`config.mk`:
```
export PLATFORM = sky130hd
export DESIGN_NAME = shared_bus
export DESIGN_NICKNAME = d
export VERILOG_FILES = /design/src/rtl/bus_pkg.sv /design/src/rtl/bus_arbiter.sv /design/src/rtl/bus_decoder.sv /design/src/rtl/bus_default_slave.sv /design/src/rtl/shared_bus.sv
export SDC_FILE = /design/constraint.sdc
export NUM_CORES = 1
export LEC_CHECK = 0
export BUFFER_PORTS_ARGS = -buffer_cell sky130_fd_sc_hd__buf_4
export CAP_MARGIN = 0
export CORE_AREA = 2 2 101 103
export DETAILED_ROUTE_END_ITERATION = 16
export DIE_AREA = 0 0 103 105
export GPL_TIMING_DRIVEN = 0
export PLACE_DENSITY = 0.52
export SLEW_MARGIN = 20
export SYNTH_ARGS = -nofsm -noshare
export SYNTH_HDL_FRONTEND = slang
export SYNTH_HIERARCHICAL = 1
export SYNTH_SLANG_ARGS = --single-unit
```
`constraint.sdc`:
```
create_clock -name clk -period 3.4 [get_ports clk]
set_clock_uncertainty 0.15 [all_clocks]
set_input_delay 0.17 -clock clk [delete_from_list [all_inputs] [get_ports clk]]
set_output_delay 0.17 -clock clk [all_outputs]
set_load 0.02 [all_outputs]
```
`src/rtl/bus_pkg.sv`:
```
package bus_pkg;

    localparam int AW         = 16;
    localparam int DW         = 32;
    localparam int REGION_LSB = 12;
    localparam int REGION_W   = 4;

    typedef struct packed {
        logic          write;
        logic [AW-1:0] addr;
        logic [DW-1:0] wdata;
    } txn_t;

    typedef struct packed {
        logic          err;
        logic [DW-1:0] rdata;
    } rsp_t;

    function automatic logic [REGION_W-1:0] region_of(input logic [AW-1:0] a);
        return a[REGION_LSB +: REGION_W];
    endfunction

endpackage

```
`src/rtl/bus_arbiter.sv`:
```
module bus_arbiter #(
    parameter int NM = 2
) (
    input  logic          clk,
    input  logic          rst,
    input  logic [NM-1:0] req,
    input  logic          start,
    input  logic          done,
    output logic [NM-1:0] gnt,
    output logic          busy
);
    logic [NM-1:0] pick;
    logic [NM-1:0] own_q;
    logic          busy_q;

    // Fixed priority: lowest index wins.
    always_comb begin
        pick = '0;
        for (int i = NM - 1; i >= 0; i--) begin
            if (req[i]) pick = NM'(1) << i;
        end
    end

    assign gnt  = busy_q ? own_q : pick;
    assign busy = busy_q;

    always_ff @(posedge clk) begin
        if (rst) begin
            busy_q <= 1'b0;
            own_q  <= '0;
        end else if (start) begin
            busy_q <= 1'b1;
            own_q  <= pick;
        end else if (done) begin
            busy_q <= 1'b0;
            own_q  <= '0;
        end
    end

    assert_prio_R2: assert property (@(posedge clk) disable iff (rst)
        (!busy && req[0]) |-> gnt[0]);

    assert_hold_R3: assert property (@(posedge clk) disable iff (rst)
        (busy && !done) |=> (gnt == $past(gnt)));

    assert_gnt_onehot_R2: assert property (@(posedge clk) disable iff (rst)
        $onehot0(gnt));

endmodule

```
`src/rtl/bus_decoder.sv`:
```
module bus_decoder
    import bus_pkg::*;
#(
    parameter int NS = 2
) (
    input  logic [AW-1:0] addr,
    output logic [NS:0]   sel
);
    logic [REGION_W-1:0] region;
    logic [NS-1:0]       hit;

    assign region = region_of(addr);

    for (genvar k = 0; k < NS; k++) begin : g_hit
        assign hit[k] = (region == REGION_W'(k));
    end

    assign sel = {~(|hit), hit};

endmodule

```
`src/rtl/bus_default_slave.sv`:
```
module bus_default_slave
    import bus_pkg::*;
(
    input  logic clk,
    input  logic rst,
    input  logic sel,
    output logic rvalid,
    output rsp_t rsp
);
    always_ff @(posedge clk) begin
        if (rst) rvalid <= 1'b0;
        else     rvalid <= sel;
    end

    assign rsp = '{err: 1'b1, rdata: '0};

    assert_dflt_next_R6: assert property (@(posedge clk) disable iff (rst)
        sel |=> rvalid);

    assert_dflt_cause_R6: assert property (@(posedge clk) disable iff (rst)
        rvalid |-> $past(sel));

endmodule

```
`src/rtl/shared_bus.sv`:
```
module shared_bus
    import bus_pkg::*;
#(
    parameter int NM = 2,
    parameter int NS = 2
) (
    input  logic             clk,
    input  logic             rst,
    input  logic [NM-1:0]    m_req,
    output logic [NM-1:0]    m_gnt,
    input  logic [NM-1:0]    m_valid,
    input  logic [NM-1:0]    m_write,
    input  logic [NM*AW-1:0] m_addr,
    input  logic [NM*DW-1:0] m_wdata,
    output logic [NM-1:0]    m_rvalid,
    output logic             m_rerr,
    output logic [DW-1:0]    m_rdata,
    output logic [NS-1:0]    s_valid,
    output logic             s_write,
    output logic [AW-1:0]    s_addr,
    output logic [DW-1:0]    s_wdata,
    input  logic [NS-1:0]    s_rvalid,
    input  logic [NS-1:0]    s_rerr,
    input  logic [NS*DW-1:0] s_rdata
);
    logic [NM-1:0] gnt;
    logic          busy, start, done;
    txn_t          g_txn;
    logic          g_valid;
    logic [NS:0]   dec_sel;
    logic [NS:0]   tgt_q;
    logic [NS:0]   rv_all;
    logic          dflt_rvalid;
    rsp_t          dflt_rsp;
    rsp_t          r_sel;

    bus_arbiter #(.NM(NM)) u_arb (
        .clk(clk), .rst(rst), .req(m_req), .start(start),
        .done(done), .gnt(gnt), .busy(busy)
    );

    // Mux the granted master's transaction (grant is one-hot).
    always_comb begin
        g_txn   = '0;
        g_valid = 1'b0;
        for (int i = 0; i < NM; i++) begin
            if (gnt[i]) begin
                g_txn   = '{write: m_write[i], addr: m_addr[i*AW +: AW],
                            wdata: m_wdata[i*DW +: DW]};
                g_valid = m_valid[i];
            end
        end
    end

    assign start = !busy && g_valid;

    bus_decoder #(.NS(NS)) u_dec (.addr(g_txn.addr), .sel(dec_sel));

    bus_default_slave u_dflt (
        .clk(clk), .rst(rst), .sel(start && dec_sel[NS]),
        .rvalid(dflt_rvalid), .rsp(dflt_rsp)
    );

    assign s_valid = start ? dec_sel[NS-1:0] : '0;
    assign s_write = g_txn.write;
    assign s_addr  = g_txn.addr;
    assign s_wdata = g_txn.wdata;

    always_ff @(posedge clk) begin
        if (rst)        tgt_q <= '0;
        else if (start) tgt_q <= dec_sel;
        else if (done)  tgt_q <= '0;
    end

    assign rv_all = {dflt_rvalid, s_rvalid};
    assign done   = busy && |(tgt_q & rv_all);

    always_comb begin
        r_sel = '0;
        for (int j = 0; j < NS; j++) begin
            if (tgt_q[j]) r_sel = '{err: s_rerr[j], rdata: s_rdata[j*DW +: DW]};
        end
        if (tgt_q[NS]) r_sel = dflt_rsp;
    end

    assign m_gnt    = gnt;
    assign m_rvalid = done ? gnt : '0;
    assign m_rerr   = done & r_sel.err;
    assign m_rdata  = done ? r_sel.rdata : '0;

    assert_svalid_onehot_R4: assert property (@(posedge clk) disable iff (rst)
        $onehot0(s_valid));

    assert_svalid_granted_R4: assert property (@(posedge clk) disable iff (rst)
        (s_valid != '0) |-> ((m_gnt & m_valid) != '0));

    assert_rsp_release_R7: assert property (@(posedge clk) disable iff (rst)
        (m_rvalid != '0) |=> !busy);

    assert_rsp_to_owner_R7: assert property (@(posedge clk) disable iff (rst)
        $onehot0(m_rvalid) && ((m_rvalid & ~m_gnt) == '0));

    assert_idle_no_fwd_R9: assert property (@(posedge clk) disable iff (rst)
        (!busy && (m_gnt & m_valid) == '0) |-> (s_valid == '0));

    assert_free_silent_R8: assert property (@(posedge clk) disable iff (rst)
        (!busy && s_rvalid != '0) |-> (m_rvalid == '0));

endmodule

```
# Word-level counts from Yosys, hierarchy flattened
# Cells that the tools add are included.
# Widths: inputs -> output; s select.
[word_totals]
reg_bits = 7
input_bits = 172
word_cells = 35
output_inout_bits = 88
[op_classes]
reduce_logical = 8
bitwise = 3
n_eq_ne = 1
muxes = 19
[ops]
columns = ["op", "n"]
rows = [
  ["$mux 33", 3],
  ["$mux 49", 2],
  ["$mux 32", 1],
  ["$mux 2", 7],
  ["$mux 3", 2],
  ["$eq 4x1->1 const B", 1],
  ["$logic_not 4->1", 1],
  ["$mux 1", 4],
  ["$and 3x3->3", 1],
  ["$logic_and 1x1->1", 3],
  ["$reduce_or 3->1", 1],
  ["$reduce_bool 2->1", 1],
  ["$reduce_or 2->1", 1],
  ["$and 1x1->1", 1],
  ["$logic_not 1->1", 1],
  ["$not 1->1", 1],
]

# Logic depth before layout (Yosys ltp)
# Gate-level depths: netlist (run 1).
[logic_depth]
ltp_word = 9
mapped_depth = 11
ltp_nobuf = 8

# Cells and area by module
# Netlist (run 1), hierarchy kept.
[by_module_without_submodules]
columns = ["mod", "n_inst", "cells_each", "area_each_um2"]
rows = [
  ["shared_bus", 1, 206, 1468.9],
  ["bus_default_slave", 1, 37, 289.0],
  ["bus_arbiter", 1, 15, 136.4],
  ["bus_decoder", 1, 3, 21.3],
]

# Worst setup path after synthesis (run 1)
# OpenSTA, ideal clock, no wires.
[synth_path]
path_kind = "reg2out"
startpoint = "register u_arb.busy_q (netlist: u_arb/busy)"
endpoint = "output port s_valid[1]"
path_slack_ns = 0.604
path_stages_with_launch = 10
arrival_time_ns = 2.476
n_path_buf = 3
path_cell_list = "dfxtp_1 o21ai_0 buf_2 nor2b_1 buf_2 buf_2 a22o_1 nor4b_1 o211ai_1 inv_1"
[synth_via]
elab_cells_between_ends = 9
classes_between = "eq/ne: 1; mux: 6; reduce/logical: 2"
[synth_lines]
columns = ["element", "line_no", "source"]
rows = [
  ["from (decl)", "bus_arbiter.sv:14", "logic busy_q;"],
  ["from (signal assigned)", "bus_arbiter.sv:29", "busy_q <= 1'b0;"],
  ["from (signal assigned)", "bus_arbiter.sv:32", "busy_q <= 1'b1;"],
  ["from (signal assigned)", "bus_arbiter.sv:35", "busy_q <= 1'b0;"],
  ["$mux 2", "bus_arbiter.sv:24", "assign gnt = busy_q ? own_q : pick;"],
  ["via m_gnt[1]", "shared_bus.sv:10", "output logic [NM-1:0] m_gnt,"],
  ["$mux 49", "shared_bus.sv:47", "if (gnt[i]) begin"],
  ["via s_addr[13]", "shared_bus.sv:20", "output logic [AW-1:0] s_addr,"],
  ["$eq 4x1->1", "bus_decoder.sv:15", "assign hit[k] = (region == REGION_W'(k));"],
  ["via dec_sel[1]", "shared_bus.sv:30", "logic [NS:0] dec_sel;"],
  ["$mux 2", "shared_bus.sv:64", "assign s_valid = start ? dec_sel[NS-1:0] : '0;"],
  ["to (decl)", "shared_bus.sv:18", "output logic [NS-1:0] s_valid,"],
]
# The timed path passes the listed nets, and every way through them passes these cells.

# Worst setup path in the final report (run 1)
[layout_path]
startpoint = "register u_arb.busy_q (netlist: u_arb/busy)"
endpoint = "output port s_valid[1]"
[layout_via]
elab_chain_len = 5
elab_cells_between_ends = 9
classes_between = "eq/ne: 1; mux: 6; reduce/logical: 2"
[layout_lines]
columns = ["element", "line_no"]
rows = [
  ["$mux 2 *", "bus_arbiter.sv:24"],
  ["$mux 49", "shared_bus.sv:47"],
  ["$mux 49 *", "shared_bus.sv:47"],
  ["$eq 4x1->1 *", "bus_decoder.sv:15"],
  ["via dec_sel[1]", "shared_bus.sv:30"],
  ["$mux 2 *", "shared_bus.sv:64"],
]
# The timed path passes the listed nets; every way through them passes the cells marked *.

==> results of run 1 <==
kinds of logic after synthesis:
family / count (synthesis) / synth area share [%]
DFF: 7 / 7.32
buffers and inverters: 69 / 22.5
and+or+nand+nor: 86 / 26.7
muxes: 1 / 0.588
AOI/OAI and AO/OA: 96 / 42.6
other: 2 / 0.392
layout make-up:
cell class	instances	share of cell area [%]
timing repair buffer	259	46.4
sequential	7	3.34
inverter	6	0.537
tap	133	3.97
buffer	63	9.73
clock buffer	4	1.07
multi-input combinational	216	34.9
stage by stage:
step	util (%)	hold slack (ps)
6_report	43.5	36.1
5_1_grt	43.5	42.6
4_1_cts	43.4	32.4
3_5_place_dp	43.0	271
3_3_place_gp	43.0	267
2_1_floorplan	-	84.3
per-layer routing:
| metal | track usage, % | vias up |
|---|---|---|
| met1 | 21.0 | 1328 |
| li1 | - | 1535 |
| met5 | 0 | - |
| met4 | 3.29 | 0 |
| met2 | 36.5 | 169 |
| met3 | 4.48 | 8 |
worst max-delay path, delay by kind of cell, from the launching register on:
kind,cells,cell delay (ps)
flip-flops,1,480
AND/OR/NAND/NOR,2,480
AO/OA/AOI/OAI,3,580
buffers and inverters,5,940
sequential cells by signal, summed over array words and instances (netlist names):
register / cells
u_arb/own_q: 2
tgt_q: 3
u_arb/busy: 1
u_dflt/rvalid: 1
how the worst max path moves through the flow:
| stage | cells after the start | from | end |
|---|---|---|---|
| 6_report | 10 | u_arb/busy$_SDFFE_PP0P_ | s_valid[1] |
| 5_1_grt | 10 | u_arb/busy$_SDFFE_PP0P_ | s_valid[1] |
| 2_1_floorplan | 9 | u_arb/busy$_SDFFE_PP0P_ | s_valid[1] |
| 4_1_cts | 10 | u_arb/busy$_SDFFE_PP0P_ | s_valid[1] |
| 3_5_place_dp | 10 | u_arb/busy$_SDFFE_PP0P_ | s_valid[1] |
| 3_3_place_gp | 10 | u_arb/busy$_SDFFE_PP0P_ | s_valid[1] |
Yosys cell counts (2+ instances only):
cell,instances,area share [%]
inv_1,5,0.98
a21oi_1,2,0.52
and2_1,3,0.98
dfxtp_1,7,7.3
clkbuf_1,17,3.3
nor2b_1,35,11
nand2_1,2,0.39
a221oi_1,33,15
nor3_1,33,8.6
conb_1,2,0.39
nand2b_1,6,2.0
o22ai_1,3,0.98
buf_4,33,13
buf_6,5,2.9
o211ai_1,3,1.2
a22o_1,49,22
buf_2,7,1.8
power groups by stage:
stage	Sequential (W)	Clock (W)	Combinational [W]
3_3_place_gp	0.0000955	0	0.000673
6_report	0.0000946	0.000117	0.000673
4_1_cts	0.0000945	0.000120	0.000678
2_1_floorplan	0.0000940	0	0.000336
5_1_grt	0.0000954	0.000124	0.000720
3_5_place_dp	0.0000956	0	0.000677
==> results.md, run 1 <==
* Share of flip-flops with an asynchronous set or reset at 0%
* Worst hold path endpoint: u_dflt/rvalid$_SDFF_PP0_
* LEAKAGE at approximately 2.2 nW
* CTS Buf Count at 3
* GRT Util Overall at a little under a fifth
* CTS root buf: clkbuf_8
* Combinational Power Share at between 70% and 80%
* Post-route cell area at 4190 µm²
* Final setup violation count at 0
* Post-Synthesis Cells at about 260
* Cell Int Power at roughly 0.00052 W
* TritonCTS clock tree: yes
* Worst min path class: input port to flip-flop
* Largest net degree at the start of global routing at 12
* Vias in the first global route at just under 3000
* Hold Path Origin: rst
* Core Area at roughly 9600 µm²
* Register area at between 100 and 150 µm²
* Initial antenna violation count at 0
* Commonest cells after routing, fill and taps aside: buf_4 (292), a22o_1 (49), nor2b_1 (34)
* Clock transition at path regs at approximately 40 ps
* Post-synthesis register bit count at 7
* Yosys Warn Count at 6
* RSZ-0062 raised after global routing: false
* Filler Cell Count at roughly 1100
* Syn-to-layout area delta at 119%
* # hold bufs at CTS at 0
* Mapped Area at about 1900 µm²
* Worst-Skew Late Latency at about 230 ps
* PD cells at between 200 and 250 nW/µm²
* Crit-path max cell delay at between 400 and 500 ps
* Crit Reg-Reg Endpoint: u_dflt/rvalid$_SDFF_PP0_
* H-tree lvl count at 1
* Register area share after synthesis at between 7 and 8%
* Syn avg cell area at approximately 7.3 µm²
* ANT cells at 0
* WL met3 at ~1100 µm
* R2R setup slack at ~700 ps
* Fmax at between 300 and 400 MHz
* Max Used Layer: met4
* Worst EP required at about 3100 ps
* Tmin final at slightly above 3000 ps
* Routed wire length on met2 at 5900 µm
* Avg WL per Cell at 16.3 µm
* Hold depth at 2
* Port bufs at ~260
* Fraction of layout cells with a size suffix above 1 at between 50% and 60%
* Worst r2r src: u_arb/busy$_SDFFE_PP0P_
* Final ANT Viol Nets at 0
* Drt total wl at between 10000 and 15000 µm
* CP cell instances: o21ai_0 -> buf_2 -> nor2b_2 -> buf_2 -> buf_2 -> a22o_1 -> nor4b_1 -> o211ai_1 -> inv_1 -> buf_4
* Num rows at 36
* Slowest stage cell, crit path: dfxtp_1
* Cell Area, Placed at about 4100 µm²
* Pwr Total at 0.000885 W
* Clock power frac at between 10% and 20%
* Max VDD drop at a little under 0.1 mV
* Sw Pwr at approximately 0.00037 W
* DR iter-0 viols at 89
* Final hold violations at 0
* Status: complete, no violations
* Synth unique cells at 33
* CTS max path bufs at 2
* Most common cell after layout, fill and taps aside: buf_4
* Footprint of the multi-input gates at about 1500 µm²
* CP arrival at around 2700 ps
* Max-slew violation count at 0
* Worst Reg2Reg Path Length in Cells at 9
* First-pass GRT wire length at approximately 16000 µm
* Worst setup EP type: output port
* Drc violations at 0
* Fin Setup TNS at 0 ps
* Post-synth EDFFs at 0
* Vias at ~3000
* Vias per inst at 4.42
* Die Height at roughly 110 µm
* GP Congestion at 0.903
* Max_cap viols at 0
* CP Max Fanout at 10
* Top_reg_cell synth: dfxtp_1
* Sw frac at 41.3%
* Post-CTS setup buffers at 0
* Setup WS pre-CTS at approximately 510 ps
* 1st-pass router iterations at 4
* Die W at just over 100 µm
* WS Path Type: flip-flop to output port
* Detailed Place HPWL at 10100 µm
* Initial Util at 19.9%
* Most frequent CP cell: buf_2
* Dpl cells at between 600 and 700
* Seq pwr share at 10.7%
* Met1 wire length at approximately 4200 µm
* Worst Slack Setup Final at around 360 ps
* # IOs at 260
* Period utilization at roughly nine tenths
* Total clock sinks at 7
* Critical path startpoint category: flip-flop
* Die footprint at roughly 11000 µm²
* Gr ovfl total at 0
* Fin nets at about 730
* PostCTS Resize Cnt at 0
* Final Non-Filler Cells at between 600 and 700
No activity file was read; power rests on OpenSTA's default activity.
==> run 2: changes to the inputs <==
- RECOVER_POWER: unset -> 100
- SKIP_LAST_GASP: unset -> 1
==> results.md, run 2 (synthesized netlist as in run 1, its figures left out) <==
* Initial antenna violation count at 0 (unchanged)
* Fin nets at 728 (unchanged)
* LEAKAGE at 1.83 nW (-16%)
* Fraction of layout cells with a size suffix above 1 at 40.9% (-15 points)
* Total clock sinks at 7 (unchanged)
* Avg WL per Cell at 16.4 µm (+0.72%)
* WS Path Type: flip-flop to output port
* Routing usage on met3 at 4.48% (unchanged)
* Syn-to-layout area delta at 101%
* TritonCTS clock tree: yes
* Clock transition at path regs at 40 ps (about the same)
* 1st-pass router iterations at 4 (unchanged)
* Vias in the first global route at 2949 (unchanged)
* # IOs at 260 (unchanged)
* Min Hold Slack at 31.4 ps (-4.73 ps)
* Post-CTS setup buffers at 0 (unchanged)
* Max_cap viols at 0 (unchanged)
* CP arrival at 2800 ps (+80 ps)
* CTS root buf: clkbuf_8
* Top Registers: tgt_q: 3 flops, u_arb/own_q: 2 flops
* Worst Slack Setup Final at 283 ps (-78.8 ps)
* First-pass GRT wire length at 15900 µm (unchanged)
* Initial Util at 19.9% (unchanged)
* Commonest cells after routing, fill and taps aside: buf_4 (213), clkbuf_1 (101), a22o_1 (49), nor2b_1 (34)
* Tmin final at 3120 ps (+78.8 ps)
* Max FFs per register at 3 (unchanged)
* Gr ovfl total at 0 (unchanged)
* Core Area at 9640 µm² (unchanged)
* Most common cell after layout, fill and taps aside: buf_4
* Worst min path class: input port to flip-flop
* Num rows at 36 (unchanged)
* CTS Buf Count at 3 (unchanged)
* Vias at 3032 (-0.26%)
* Worst setup EP type: output port
* Final ANT Viol Nets at 0 (unchanged)
* Worst EP required at 3080 ps (about the same)
* Met2 Use GR at 36.5% (unchanged)
* DR iter-0 viols at 90 (+1.1%)
* Met1 Use GR at 21.0% (unchanged)
* Die footprint at 10800 µm² (unchanged)
* Final hold violations at 0 (unchanged)
* Fin Setup TNS at 0 ps (unchanged)
* RSZ-0062 raised after global routing: false
* Die W at 103 µm (unchanged)
* GRT Util Overall at 19.1% (unchanged)
* GP Congestion at 0.903 (unchanged)
* Status: complete, no violations
* CP Max Fanout at 10 (unchanged)
* Max-slew violation count at 0 (unchanged)
* PD cells at 215 nW/µm² (+1.6%)
* Vias per inst at 4.41 (-0.26%)
* H-tree lvl count at 1 (unchanged)
* Final setup violation count at 0 (unchanged)
* Detailed Place HPWL at 10100 µm (unchanged)
* Critical path startpoint category: flip-flop
* Drt total wl at 11300 µm (+0.72%)
* Drc violations at 0 (unchanged)
* Die Height at 105 µm (unchanged)
* Max VDD drop at 0.0879 mV (-8.6%)
* Port bufs at 259 (unchanged)
* Largest register by flop count: tgt_q
* CTS max path bufs at 2 (unchanged)
* Period utilization at 91.7% (+2.3 points)
* Largest net degree at the start of global routing at 12 (unchanged)
* Pwr Total at 0.000827 W (-6.5%)
* ANT cells at 0 (unchanged)
* Worst-Skew Late Latency at 230 ps (about the same)
* Fmax at 321 MHz (-2.5%)
* GR peak layer: met2
* Setup WS pre-CTS at 506 ps (unchanged)
-- run 2: cell count changes in the layout (fill, tap and decap cells not counted) --
cell and delta:
nor2b_2 +1, inv_2 -1, buf_6 -5, clkbuf_1 +83, mux2_2 -1, mux2_1 +1
inv_1 +1, clkbuf_2 +1, buf_4 -79, nor2b_4 -1
-- run 2: worst paths after layout --
path,end,startpoint,depth (start not counted),slack [ps]
worst max-delay path,s_valid[0],u_arb/busy$_SDFFE_PP0P_,9,280
worst min-delay path,u_dflt/rvalid$_SDFF_PP0_,rst,2,30
worst max register to register,u_dflt/rvalid$_SDFF_PP0_,u_arb/busy$_SDFFE_PP0P_,9,680
worst min register to register,tgt_q[0]$_SDFFE_PP0P_,tgt_q[0]$_SDFFE_PP0P_,2,350
-- run 2: layer usage --
layer	vias to the layer above	wire length, µm	part of all wire [%]
met5	-	0	0
met1	1328	4270	38
li1	1532	-	-
met3	10	1070	9.4
met2	162	5780	51
met4	0	195	1.7
-- run 2: per-stage QoR --
step / cells / util (%) / cell area, µm²
finish: 688 / 40.0 / 3850
global route: 688 / 40.0 / 3850
CTS: 688 / 43.4 / 4190
detailed placement: 684 / 43.0 / 4140
global placement: 684 / 43.0 / 4140
floorplan: 292 / - / 2030
-- run 2: cell type report --
class | instances | area (µm²)
Multi-Input combinational cell | 216 | 1460
Buffer | 63 | 370
Tap cell | 133 | 166
Timing Repair Buffer | 259 | 1650
Sequential cell | 7 | 140
Clock buffer | 4 | 45.0
Inverter | 6 | 22.5
Fill cell | 1140 | 5790
-- run 2: critical path, cell delays in order (launching register included) --
cell and delay (ps):
dfxtp_1 470, mux2_1 420, nor2b_2 200, buf_2 180, buf_2 200, a22o_1 260, nor4_1 330, o211ai_1 170
inv_1 80, clkbuf_1 250
-- run 2: report_power, final --
part	switching (W)	internal (W)	total, W
Combinational	0.000322	0.000294	0.000616
Sequential	0.00000582	0.0000885	0.0000943
Clock	0.0000358	0.0000811	0.000117
-- run 2: what timing repair did --
action                     4_1_cts  5_1_grt
setup endpoints to repair        0        1
resized for setup                0        1
hold buffers                     0        0
